<file path="config.mk">
export PLATFORM = sky130hd
export DESIGN_NAME = aln_byte_aligner
export DESIGN_NICKNAME = d
export VERILOG_FILES = /design/src/rtl/aln_pkg.sv /design/src/rtl/aln_lane_map.sv /design/src/rtl/aln_store_path.sv /design/src/rtl/aln_load_path.sv /design/src/rtl/aln_byte_aligner.sv
export SDC_FILE = /design/constraint.sdc
export NUM_CORES = 1
export LEC_CHECK = 0
export ABC_CLOCK_PERIOD_IN_PS = 5200
export BUFFER_PORTS_ARGS = -buffer_cell sky130_fd_sc_hd__buf_4
export CORE_MARGIN = 8
export CORE_UTILIZATION = 48
export CTS_CLUSTER_DIAMETER = 80
export DETAILED_ROUTE_END_ITERATION = 10
export PLACE_DENSITY_LB_ADDON = 0.3
export SYNTH_ARGS = -nofsm -noshare
export SYNTH_HDL_FRONTEND = slang
export SYNTH_SLANG_ARGS = --single-unit
export TNS_END_PERCENT = 30
</file>
<file path="constraint.sdc">
create_clock -name clk -period 5.2 [get_ports clk]
set_input_delay 1.04 -clock clk [delete_from_list [all_inputs] [get_ports clk]]
set_output_delay 1.04 -clock clk [all_outputs]
set_load 0.01 [all_outputs]
</file>
<file path="src/rtl/aln_pkg.sv">
package aln_pkg;

   // Access size codes; the number of bytes is 1 << code.
   typedef enum logic [1:0] {
      SZ_BYTE = 2'd0,
      SZ_HALF = 2'd1,
      SZ_WORD = 2'd2,
      SZ_WIDE = 2'd3
   } acc_size_e;

endpackage

</file>
<file path="src/rtl/aln_lane_map.sv">
module aln_lane_map #(
   parameter int LANES = 4,
   parameter int OFS_W = 2
) (
   input  logic                 big_i,
   input  aln_pkg::acc_size_e   size_i,
   input  logic [OFS_W-1:0]     ofs_i,
   output logic [OFS_W-1:0]     base_o,
   output logic [LANES-1:0]     mask_o,
   output logic                 misalign_o
);

   int nbytes;
   int base_n;

   always_comb begin
      nbytes     = 1 << int'(size_i);
      // Offset must be a multiple of the access size; sizes wider than the bus are refused.
      misalign_o = (nbytes > LANES) || ((int'(ofs_i) & (nbytes - 1)) != 0);
      // Big-endian mirrors the position of the access inside the word.
      base_n     = big_i ? (int'(ofs_i) ^ (LANES - nbytes)) : int'(ofs_i);
      base_o     = base_n[OFS_W-1:0];
      mask_o     = '0;
      for (int i = 0; i < LANES; i++) begin
         if (!misalign_o && (i >= base_n) && (i < base_n + nbytes))
            mask_o[i] = 1'b1;
      end
   end

endmodule

</file>
<file path="src/rtl/aln_store_path.sv">
module aln_store_path #(
   parameter int DATA_W = 32
) (
   input  aln_pkg::acc_size_e   size_i,
   input  logic [DATA_W-1:0]    wdata_i,
   output logic [DATA_W-1:0]    rep_o
);

   localparam int LANES = DATA_W / 8;

   for (genvar g = 0; g < LANES; g++) begin : g_lane
      logic [7:0] lane_byte;
      always_comb begin
         case (size_i)
            aln_pkg::SZ_BYTE: lane_byte = wdata_i[7:0];
            aln_pkg::SZ_HALF: lane_byte = wdata_i[8*(g%2) +: 8];
            aln_pkg::SZ_WORD: lane_byte = wdata_i[8*(g%4) +: 8];
            default:          lane_byte = wdata_i[8*g +: 8];
         endcase
      end
      assign rep_o[8*g +: 8] = lane_byte;
   end

endmodule

</file>
<file path="src/rtl/aln_load_path.sv">
module aln_load_path #(
   parameter int DATA_W = 32,
   parameter int OFS_W  = 2
) (
   input  logic [DATA_W-1:0]    rdata_i,
   input  logic [OFS_W-1:0]     base_i,
   input  aln_pkg::acc_size_e   size_i,
   input  logic                 sgn_i,
   output logic [DATA_W-1:0]    ext_o
);

   logic [DATA_W-1:0] shifted;
   logic              top_bit;
   int                nbits;

   always_comb begin
      shifted = rdata_i >> {base_i, 3'b000};
      nbits   = 8 << int'(size_i);
      if (nbits > DATA_W) nbits = DATA_W;
      top_bit = 1'b0;
      for (int i = 0; i < DATA_W; i++) begin
         if (i == nbits - 1) top_bit = shifted[i];
      end
      for (int i = 0; i < DATA_W; i++) begin
         ext_o[i] = (i < nbits) ? shifted[i] : (sgn_i & top_bit);
      end
   end

endmodule

</file>
<file path="src/rtl/aln_byte_aligner.sv">
module aln_byte_aligner #(
   parameter int DATA_W = 32
) (
   input  logic                          clk,
   input  logic                          rst_n,
   input  logic                          big_endian_i,
   input  logic                          req_valid_i,
   input  logic                          req_write_i,
   input  logic                          req_signed_i,
   input  logic [1:0]                    req_size_i,
   input  logic [$clog2(DATA_W/8)-1:0]   req_ofs_i,
   input  logic [DATA_W-1:0]             req_wdata_i,
   input  logic [DATA_W-1:0]             bus_rdata_i,
   output logic                          out_valid_o,
   output logic [DATA_W/8-1:0]           bus_be_o,
   output logic [DATA_W-1:0]             bus_wdata_o,
   output logic [DATA_W-1:0]             load_data_o,
   output logic                          align_err_o
);

   localparam int LANES = DATA_W / 8;
   localparam int OFS_W = $clog2(LANES);

   if (DATA_W != 32 && DATA_W != 64) begin : g_bad_width
      $error("aln_byte_aligner: DATA_W must be 32 or 64");
   end

   aln_pkg::acc_size_e   size_e;
   logic [OFS_W-1:0]     lane_base;
   logic [LANES-1:0]     lane_mask;
   logic                 misalign;
   logic [DATA_W-1:0]    rep_data;
   logic [DATA_W-1:0]    ext_data;

   assign size_e = aln_pkg::acc_size_e'(req_size_i);

   aln_lane_map #(.LANES(LANES), .OFS_W(OFS_W)) u_map (
      .big_i      (big_endian_i),
      .size_i     (size_e),
      .ofs_i      (req_ofs_i),
      .base_o     (lane_base),
      .mask_o     (lane_mask),
      .misalign_o (misalign)
   );

   aln_store_path #(.DATA_W(DATA_W)) u_store (
      .size_i  (size_e),
      .wdata_i (req_wdata_i),
      .rep_o   (rep_data)
   );

   aln_load_path #(.DATA_W(DATA_W), .OFS_W(OFS_W)) u_load (
      .rdata_i (bus_rdata_i),
      .base_i  (lane_base),
      .size_i  (size_e),
      .sgn_i   (req_signed_i),
      .ext_o   (ext_data)
   );

   always_ff @(posedge clk) begin
      if (!rst_n) begin
         out_valid_o <= 1'b0;
         bus_be_o    <= '0;
         bus_wdata_o <= '0;
         load_data_o <= '0;
         align_err_o <= 1'b0;
      end else begin
         out_valid_o <= req_valid_i;
         align_err_o <= req_valid_i & misalign;
         bus_be_o    <= req_valid_i ? lane_mask : '0;
         bus_wdata_o <= (req_valid_i && req_write_i && !misalign) ? rep_data : '0;
         load_data_o <= (req_valid_i && !req_write_i && !misalign) ? ext_data : '0;
      end
   end

   // an error never comes with lane enables
   p_err_no_lanes_r3: assert property (@(posedge clk) disable iff (!rst_n)
      align_err_o |-> (bus_be_o == '0));

   // one-cycle latency and quiet idle
   p_valid_latency_r2: assert property (@(posedge clk) disable iff (!rst_n)
      req_valid_i |=> out_valid_o);
   p_idle_quiet_r2: assert property (@(posedge clk) disable iff (!rst_n)
      !req_valid_i |=> (bus_be_o == '0) && !align_err_o);

   // a byte access owns exactly one lane
   p_byte_one_lane_r4: assert property (@(posedge clk) disable iff (!rst_n)
      (req_valid_i && req_size_i == 2'd0) |=> ($countones(bus_be_o) == 1) && !align_err_o);

   // an even halfword owns exactly two lanes
   p_half_two_lanes_r6: assert property (@(posedge clk) disable iff (!rst_n)
      (req_valid_i && req_size_i == 2'd1 && !req_ofs_i[0]) |=> ($countones(bus_be_o) == 2));

   // aligned word store passes data through
   p_word_pass_r7: assert property (@(posedge clk) disable iff (!rst_n)
      (req_valid_i && req_write_i && req_size_i == 2'd2 && req_ofs_i == '0)
      |=> (bus_wdata_o == $past(req_wdata_i)));

   // unsigned byte load has zero upper bits
   p_ubyte_zero_fill_r9: assert property (@(posedge clk) disable iff (!rst_n)
      (req_valid_i && !req_write_i && !req_signed_i && req_size_i == 2'd0)
      |=> (load_data_o[DATA_W-1:8] == '0));

   // loads leave the write bus at zero
   p_read_no_wdata_r11: assert property (@(posedge clk) disable iff (!rst_n)
      (req_valid_i && !req_write_i) |=> (bus_wdata_o == '0));

endmodule

</file>
Yosys cells after proc, flatten, opt, wreduce, memory -nomap -nowiden
Index checks and enable logic that the tools add are counted.
- bits in registers: 70
- latch bits: 0
- bits in writable memories: 0
- bits in read-only memories: 0
- bits of input ports: 74
- output and inout bits: 70
- word-level logic and storage cells: 185
- memories: 0
- $add $sub $neg: 4
- $mul: 0
- div/mod/pow operators: 0
- $lt $le $gt $ge: 42
- eq/ne operators: 32
- shift-type cells: 3
- mux-type cells: 73
- bitwise gates (word level): 4
- reductions and logical operators: 22
- operators with widths (kind ; number):
    equality test 6 x 32 -> 1 bit (first input constant) ; 16
    less-than comparator 6 x 32 -> 1 bit (first input constant) ; 16
    equality test 5 x 32 -> 1 bit (first input constant) ; 8
    less-than comparator 5 x 32 -> 1 bit (first input constant) ; 8
    equality test 4 x 32 -> 1 bit (first input constant) ; 4
    less-than comparator 3 x 32 -> 1 bit (first input constant) ; 4
    less-than comparator 4 x 32 -> 1 bit (first input constant) ; 4
    two-way mux 1 bit ; 68
    equality test 3 x 32 -> 1 bit (first input constant) ; 2
    >= comparator 3 x 32 -> 1 bit (first input constant) ; 2
    less-than comparator 1 x 32 -> 1 bit (first input constant) ; 2
    less-than comparator 2 x 32 -> 1 bit (first input constant) ; 2
    two-way mux 32 bit ; 2
    subtractor 32 x 2 -> 32 bit (second input constant) ; 2
    adder 32 bit ; 1
    AND 3 x 32 -> 32 bit ; 1
    equality test 2 x 32 -> 1 bit (first input constant) ; 1
    >= comparator 1 x 32 -> 1 bit (first input constant) ; 1
    >= comparator 2 x 32 -> 1 bit (first input constant) ; 1
    greater-than comparator 32 x 4 -> 1 bit (second input constant) ; 1
    greater-than comparator 32 x 7 -> 1 bit (second input constant) ; 1
    zero test 32 bit ; 1
    nonzero test 32 bit ; 1
    << shifter 1 x 2 -> 32 bit (first input constant) ; 1
    other kinds (14) ; 30

Logic depth before layout (Yosys ltp)
Gate-level depths: netlist of run 1.
- word-level depth: 39
- mapped depth: 17
- gate-level depth less buffers: 11

Cells and area by module
A second synthesis of run 1 with hierarchy kept.
- cells, all modules: 373
- area total of the unflattened synthesis: 3593.4 sq um
- by module, submodules not included (module ; instances ; cells an instance ; area each (sq um) ; seq. area each (sq um)):
    aln_byte_aligner ; 1 ; 148 ; 1960.6 ; 1401.3
    aln_load_path ; 1 ; 127 ; 830.8 ; 0.0
    aln_store_path ; 1 ; 53 ; 464.2 ; 0.0
    aln_lane_map ; 1 ; 45 ; 337.8 ; 0.0

Least setup slack after synthesis of run 1
No wires, ideal clock.
- path kind: input port to flip-flop
- start point: input port req_size_i[1]
- end point: register bus_be_o[0]
- setup time: 0.129 ns
- data arrival time: 4.159 ns
- data required time: 5.071 ns
- slack: 0.912 ns
- cell stages on the path: 17
- path buffers: 6
- cells stage by stage: buf_2 -> or2_1 -> buf_2 -> clkbuf_1 -> ha_1 -> a21o_1 -> buf_6 -> clkinv_8 -> buf_4 -> clkbuf_1 -> ha_1 -> ha_1 -> a31oi_1 -> nor3b_1 -> a2111o_1 -> a211oi_2 -> a31oi_1
- cells in the longest elaborated chain, start to end: 9
- elaborated cells on any way between the ends: 16
- those cells by class: add/sub (3); order compare (3); shift (1); mux (2); bitwise (2); reduce/logical (5)
- ends and longest elaborated chain (element ; RTL line ; text):
    start, declared ; aln_byte_aligner.sv:10 ; input logic [1:0] req_size_i,
    << shifter 1 x 2 -> 32 bit (*) ; aln_lane_map.sv:17 ; nbytes = 1 << int'(size_i);
    branches (longest 6 deep; another with subtractor 4 x 32 -> 32 bit) ; n/a ;
    logical AND 1 bit (*) ; aln_lane_map.sv:25 ; if (!misalign_o && (i >= base_n) && (i < base_n + nbytes))
    two-way mux 1 bit (*) ; aln_lane_map.sv:25 ;
    end signal, assigned ; aln_byte_aligner.sv:70 ; bus_be_o <= req_valid_i ? lane_mask : '0;
    end, declared ; aln_byte_aligner.sv:15 ; output logic [DATA_W/8-1:0] bus_be_o,
Mark *: on every way between the ends.
A chain may end at the register's enable or synchronous reset.

Worst setup path in the final report of run 1
- start point: input port req_size_i[1]
- end point: register load_data_o[31]
- cells in the longest elaborated chain, start to end: 39
- elaborated cells on any way between the ends: 84
- those cells by class: add/sub (3); order compare (3); eq/ne (31); shift (3); mux (35); bitwise (3); reduce/logical (6)
- ends and longest elaborated chain (element ; RTL line ; text):
    << shifter 4 x 2 -> 32 bit or << shifter 1 x 2 -> 32 bit (tied branches) ; aln_load_path.sv:18, aln_lane_map.sv:17 ;
    greater-than comparator 32 x 7 -> 1 bit or subtractor 4 x 32 -> 32 bit (tied branches) ; aln_load_path.sv:19, aln_lane_map.sv:21 ;
    two-way mux 32 bit or XOR 3 x 32 -> 32 bit (tied branches) ; aln_load_path.sv:19, aln_lane_map.sv:21 ;
    subtractor 32 x 2 -> 32 bit or two-way mux 32 bit (tied branches) ; aln_load_path.sv:22, aln_lane_map.sv:21 ;
    zero test 32 bit or >> shifter 32 x 5 -> 32 bit (tied branches) ; aln_load_path.sv:22, aln_load_path.sv:17 ;
    two-way mux 1 bit (32 in series) ; aln_load_path.sv:22 ; if (i == nbits - 1) top_bit = shifted[i];
    AND 1 bit ; aln_load_path.sv:25 ; ext_o[i] = (i < nbits) ? shifted[i] : (sgn_i & top_bit);
    two-way mux 1 bit ; aln_load_path.sv:25 ;
    end signal, assigned ; aln_byte_aligner.sv:72 ; load_data_o <= (req_valid_i && !req_write_i && !misalign) ? ext_data : '0;
    end, declared ; aln_byte_aligner.sv:17 ; output logic [DATA_W-1:0] load_data_o,
Parallel ways exist; a longest one is shown, timed or not.

==> impl_summary.md, run 1 <==
Drt
The detailed router finished its first iteration with 112 violations. Once detail routing completed, the nets flagged for antenna violations numbered 0. The via total after detailed routing is 3199.

Dividing the detail-routed via count by the number of cells gives 5.23. For this run, the detailed router's first-pass iteration total came to 5. The post-detailed-route DRC marker count is 0.

After detailed routing, the total wire length is 10300 microns. The final routed wire length divided by cell count is 16.8 microns.

Global routing
The number of global-route vias before repair is 3338. The initial antenna violation count is 0. Entering global routing, the biggest net connects 30 pins. The wire length of the first global-routing pass is 16300 microns. Global routing finished with a remaining overflow of 0. The total track usage is 20.5%.

Placement
During placement, the flow inserted port buffers numbering 143. Summing all placed instances gives a cell area of 4470 sq um. The final estimated routing congestion in global placement is 0.884. The pre-CTS worst setup slack is 0.939 ns. The HPWL reported at the end of detailed placement is 8000 microns. Including well taps, the total number of placed cells is 596.

Yosys
The part of the Yosys area used for sequential elements is 41.4%. The Yosys step of the flow raised 0 warnings. The average instance in the mapped netlist occupies 8.97 sq um. Counting every instance in the synthesized netlist gives 377.

The number of storage elements in the synthesis netlist is 70. The number of distinct library cell variants in the gate-level netlist after synthesis is 51. The cell area that synthesis handed to floorplanning was 3380 sq um. The dominant register cell in the synthesized netlist is dfxtp_1.

For this run, asynchronously set or reset flops after synthesis account for 0%. The number of synthesized flops with an enable pin is 0.

CTS
The post-CTS setup buffer count is 0. The number of hold-repair buffers added at the cts stage is 0. CTS placed an instance of clkbuf_8 at the clock tree root. The post-cts repair resize count is 0. The sink count of the clock tree is 70. Clock-pin slew was measured on the worst setup and hold paths at 0.08 ns.

The longest clock path from root to sink contains 2 buffers. Clock tree synthesis inserted a total of 9 buffers. The level count of the clock H-tree is 3. TritonCTS built the clock tree.

Setup path
The data required time of the critical path is 5.38 ns. The type of the setup path with the least slack is primary input to flop. Data arrives at the worst endpoint at 4.13 ns. The type of element launching the critical path is a primary input. The top fanout value on the critical path is 29. The kind of capture point of the worst setup path is a flop.

Power
VDD sags by at most 0.155 mV. Summed over all cells, the static leakage comes to 2.16 nW. Power spread over the standard cell area amounts to 262 nW/um^2. Overall power consumption after layout is estimated at 1.23 mW.

Floorplanning
The count of pins on the block boundary is 144. The initial core utilization is 49.8%. The floorplan step set the die height to 99.9 microns.

The core box area is 6790 sq um. From left edge to right edge, the die measures 99.9 microns. The full die area is 9990 sq um. The number of cell rows is 30.

STA
The number of hold-slack violations in the final timing report is 0. The final-report max-slew violation count was 0. The count of endpoints failing setup in the final report is 0.

The routed design could run at a clock period as short as 3.96 ns. Once routing completed, OpenROAD measured the worst setup slack at 1.24 ns. For this run, the top clock speed supported by timing is 253 MHz.

Setup repair after global routing left no endpoint under its margin. The accumulated negative setup slack is 0 ns. For the pin with the worst max-slew slack, the measured transition is 1.04 ns.

Headroom to the max-slew limit came out at 30.7%. The ratio of final minimum period to clock period is 76.1%. The tightest hold margin is 0.928 ns.

Status
The run finished with clean final reports.

Worst hold path
The path type of the worst min-delay path is primary input to flop. Counting instances, the worst hold path has a depth of 3.

Cells and area
The area used by sequential logic in the layout is 1400 sq um. The post-layout instance area is 4670 sq um. The library cell used most frequently in the layout, excluding fill and tap cells, is buf_4. After the last flow step, the layout net total stands at 595. The growth of design area from synthesis to finish is 38.0%. The count of non-filler cells in the finished layout is 612.

In the final layout, the share of cells above drive strength 1 is 37.4%. Cells fill 68.7% of the core in the end. In the layout the commonest cells are 145 x buf_4, 70 x dfxtp_1, 66 x nand2_1. The diode insertion count for antenna repair is 0. Counting the fill cells in the layout gives 552. The multi-input combinational cell area is 1810 sq um.

Job
The reported max-cap violation count is 0.
-- state kept, by name, summed over array words and instances (netlist names) --
name,flops
bus_wdata_o,32
load_data_o,32
bus_be_o,4
align_err_o,1
out_valid_o,1
-- cells in the mapped netlist (2+ instances only) --
cell type	number	area share, %
a21o_1	10	2.2
xor2_1	3	0.78
a21oi_2	10	2.6
nand2_1	66	7.3
buf_2	8	1.2
mux4_2	6	4.0
and2_1	18	3.3
a31oi_1	4	0.74
o22ai_1	3	0.55
ha_1	10	3.7
nor2b_1	3	0.55
dfxtp_1	70	41
a211oi_2	2	0.74
a211oi_1	10	2.2
nor3_1	11	1.6
mux2i_1	17	5.0
inv_1	8	0.89
or2_1	2	0.37
a21oi_1	32	4.7
o21ai_0	3	0.44
nor2_1	35	3.9
nand3_1	4	0.59
conb_1	2	0.22
clkbuf_1	11	1.2
buf_6	3	1.0
-- path summary, 6_finish.rpt --
path,from,endpoint,slack (ns)
setup / recovery,req_size_i[1],load_data_o[31]$_SDFF_PN0_,1.24
hold / removal,req_wdata_i[24],bus_wdata_o[24]$_SDFF_PN0_,0.93
-- cell type report --
cell class                      instances  share of cell area, %
Clock buffer                            9                   2.65
Clock inverter                          7                   1.55
Inverter                               10                   1.10
Multi-Input combinational cell        275                   38.8
Sequential cell                        70                   30.0
Tap cell                               96                   2.57
Timing Repair Buffer                  145                   23.3
-- worst max-delay path: stages --
cell and delay (ns):
buf_4 0.22, or2_1 0.48, ha_1 0.43, a21o_1 0.25, buf_4 0.33, a21oi_1 0.11
a221o_1 0.35, o311ai_4 0.76, a21oi_1 0.16
-- per-layer routing --
layer | GRT usage, % | wire length [microns] | part of all wire, % | up-vias
met2 | 33.6 | 4850 | 47 | 146
met1 | 23.0 | 4140 | 40 | 1459
met3 | 8.72 | 998 | 9.7 | 29
met5 | 0 | 0 | 0 | -
met4 | 8.03 | 268 | 2.6 | 0
li1 | - | - | - | 1565
-- where the power goes --
part           internal [mW]  switching (mW)  total [mW]  leakage [nW]
clock                  0.222           0.214       0.436        0.0956
combinational          0.113           0.130       0.242          1.50
sequential             0.544         0.00250       0.547         0.566
total                  0.879           0.346        1.23          2.16
-- kinds of logic after synthesis --
group,after synthesis,share of synthesized area (%)
xor+xnor,3,0.777
mux,25,10.1
other cells,2,0.222
flops,70,41.4
buf+inv,33,5.14
compound gates,85,17.9
fa+ha+maj,10,3.70
simple gates,149,20.7
(Power assumes the default switching activity.)
==> run 2, diff against run 1 <==
Settings changed: ABC_CLOCK_PERIOD_IN_PS 5200 to 3900.
Clock period 5.2 ns to 3.9 ns, I/O delays scaled along.
==> run 2 against run 1 <==
Non-clock buffer count rose by 4. Hold slack worse by 0.25 ns. Sequential share of layout area is 0.49 points lower. Cell area is 1.7% higher. Sequential power up 33%. Die area unchanged. Via count increased by 1.9%. Largest cell class unchanged. Highest routed layer unchanged. Setup slack got worse by 0.66 ns.
==> impl_summary.md, run 2 (synthesized netlist as in run 1, its figures left out) <==
Status
The run finished with clean final reports.

Placement
Buffers placed on the I/O ports in this run total 143. After legalization and detailed placement, the total HPWL measured 7940 microns. The final estimated routing congestion in global placement is 0.874.

Setup path
The dominant delay contributor by cell family on the critical path is simple AND/OR/NAND/NOR gates. Traced cell by cell, the critical path runs through buf_4 > buf_4 > nor2b_2 > inv_1 > ha_1 > nand2_1 > ha_1 > nand4bb_1 > nor2_1 > o21ai_0 > o211a_1 > o22ai_2 > nor3_1. The library cell contributing the largest single delay on the critical path is o22ai_2. The delay of the slowest cell on the worst path is 0.37 ns. STA classifies the critical path startpoint as a primary input. The top fanout value on the critical path is 16. The data required time of the critical path is 4.07 ns. The data arrival time at the worst-slack endpoint is 3.49 ns. The kind of capture point of the worst setup path is a flop. The critical path contains buffers and inverters numbering 3 combined.

The type of the setup path with the least slack is primary input to flop.

Worst hold path
The path type of the worst min-delay path is primary input to flop.

Drt
The via total after detailed routing is 3261. Wires add up to 10400 microns. The count of nets left with antenna violations after detail routing is 0. The post-detailed-route DRC marker count is 0. Before antenna repair, the detailed router went through 5 iterations. Using the TritonRoute via totals, the vias-per-cell ratio works out to 5.29. The final routed wire length divided by cell count is 16.9 microns. The count of routing violations after the opening detailed-route iteration is 142.

STA
The slew at the pin closest to its max-slew limit is 1.07 ns. The worst slew margin relative to its limit is 28.6%. The number of hold-slack violations in the final timing report was 0. The worst path uses 85.1% of the clock period. The timing-limited maximum frequency is 301 MHz. The worst path needs 3.32 ns of the cycle, external delays included. The final-report max-slew violation count is 0. The accumulated negative setup slack is 0 ns.

Setup violations remaining at the end of the flow were counted as 0. Setup repair after global routing left no endpoint under its margin.

Floorplanning
The full die area is 9990 sq um. Once the floorplan was initialized, standard cells occupied 49.8% of the core. The core box area is 6790 sq um. For this design the top-level I/O count stands at 144. The floorplan has 30 rows. The die is 99.9 microns tall.

In this run the horizontal extent of the chip is 99.9 microns.

CTS
The level count of the clock H-tree is 3. The buffer type at the clock tree root is clkbuf_8. The clock-pin slew of the registers on the worst-case setup and hold paths is 0.08 ns. Counting along the longest clock path gives a buffer depth of 2.

In this run, post-CTS hold repair placed 0 buffers. CTS saw 70 sinks. The post-CTS setup buffer count is 0.

The CTS tree is yes. Clock tree synthesis inserted a total of 9 buffers. The post-cts repair resize count is 0.

Global routing
Entering global routing, the biggest net connects 29 pins. The total track usage is 20.6%. After global routing the overflow that remains totals 0. The wire length of the first global-routing pass is 16500 microns. The number of global-route vias before repair is 3277.

The initial antenna violation count is 0.

Power
The total power after layout is 1.72 mW. In this run the static leakage power is 2.19 nW. The total power divided by cell area is 363 nW/um^2. The worst-case vdd ir drop is 0.190 mV.

Job
The reported max-cap violation count is 0.

Cells and area
In the final layout, the registers with the most flip-flops are bus_wdata_o x32, load_data_o x32, bus_be_o x4. The repair_antennas step left the layout with diodes totalling 0. After the last flow step, the layout net total stands at 599. The top cell types in the final layout, fill and taps aside, are 149 x buf_4, 70 x dfxtp_1, 66 x nand2_1. The library cell used most frequently in the layout, excluding fill and tap cells, is buf_4. The fraction of layout cells with a size suffix above 1 is 38.3%. The growth of design area from synthesis to finish is 40.3%.
run 2: through the flow:
stage / std cells / hold slack [ns] / utilization [%] / instance area, sq um / setup WS, ns
after floorplan: 378 / 0.902 / - / 3410 / 0.0166
after global placement: 600 / 1.01 / 66.5 / 4520 / 0.402
after detailed placement: 600 / 1.02 / 66.5 / 4520 / 0.319
after CTS: 616 / 0.663 / 69.9 / 4750 / 0.656
after global routing: 616 / 0.666 / 69.9 / 4750 / 0.450
final: 616 / 0.674 / 69.9 / 4750 / 0.579
run 2: metal layers:
layer	up-vias	share of wire (%)	global-route usage, %
met2	191	48	34.1
met1	1479	39	23.3
li1	1573	-	-
met4	0	1.7	8.15
met3	18	12	7.96
met5	-	0	0
run 2: final timing paths:
path,startpoint,to,cells past startpoint
setup / recovery,req_size_i[0],load_data_o[8]$_SDFF_PN0_,13
hold / removal,req_wdata_i[26],bus_wdata_o[26]$_SDFF_PN0_,3
run 2: final cells by class:
type	instances	area [sq um]
fillers	519	2050
well taps	96	120
flip-flops and latches	70	1400
clock buffers	9	124
clock inverters	7	105
inverters	10	51.3
repair buffers	149	1120
multi-input cells	275	1830
run 2: power by group:
part / switching (mW) / internal, mW / total [mW]
sequential: 0.00307 / 0.726 / 0.729
combinational: 0.176 / 0.154 / 0.330
clock: 0.295 / 0.370 / 0.665
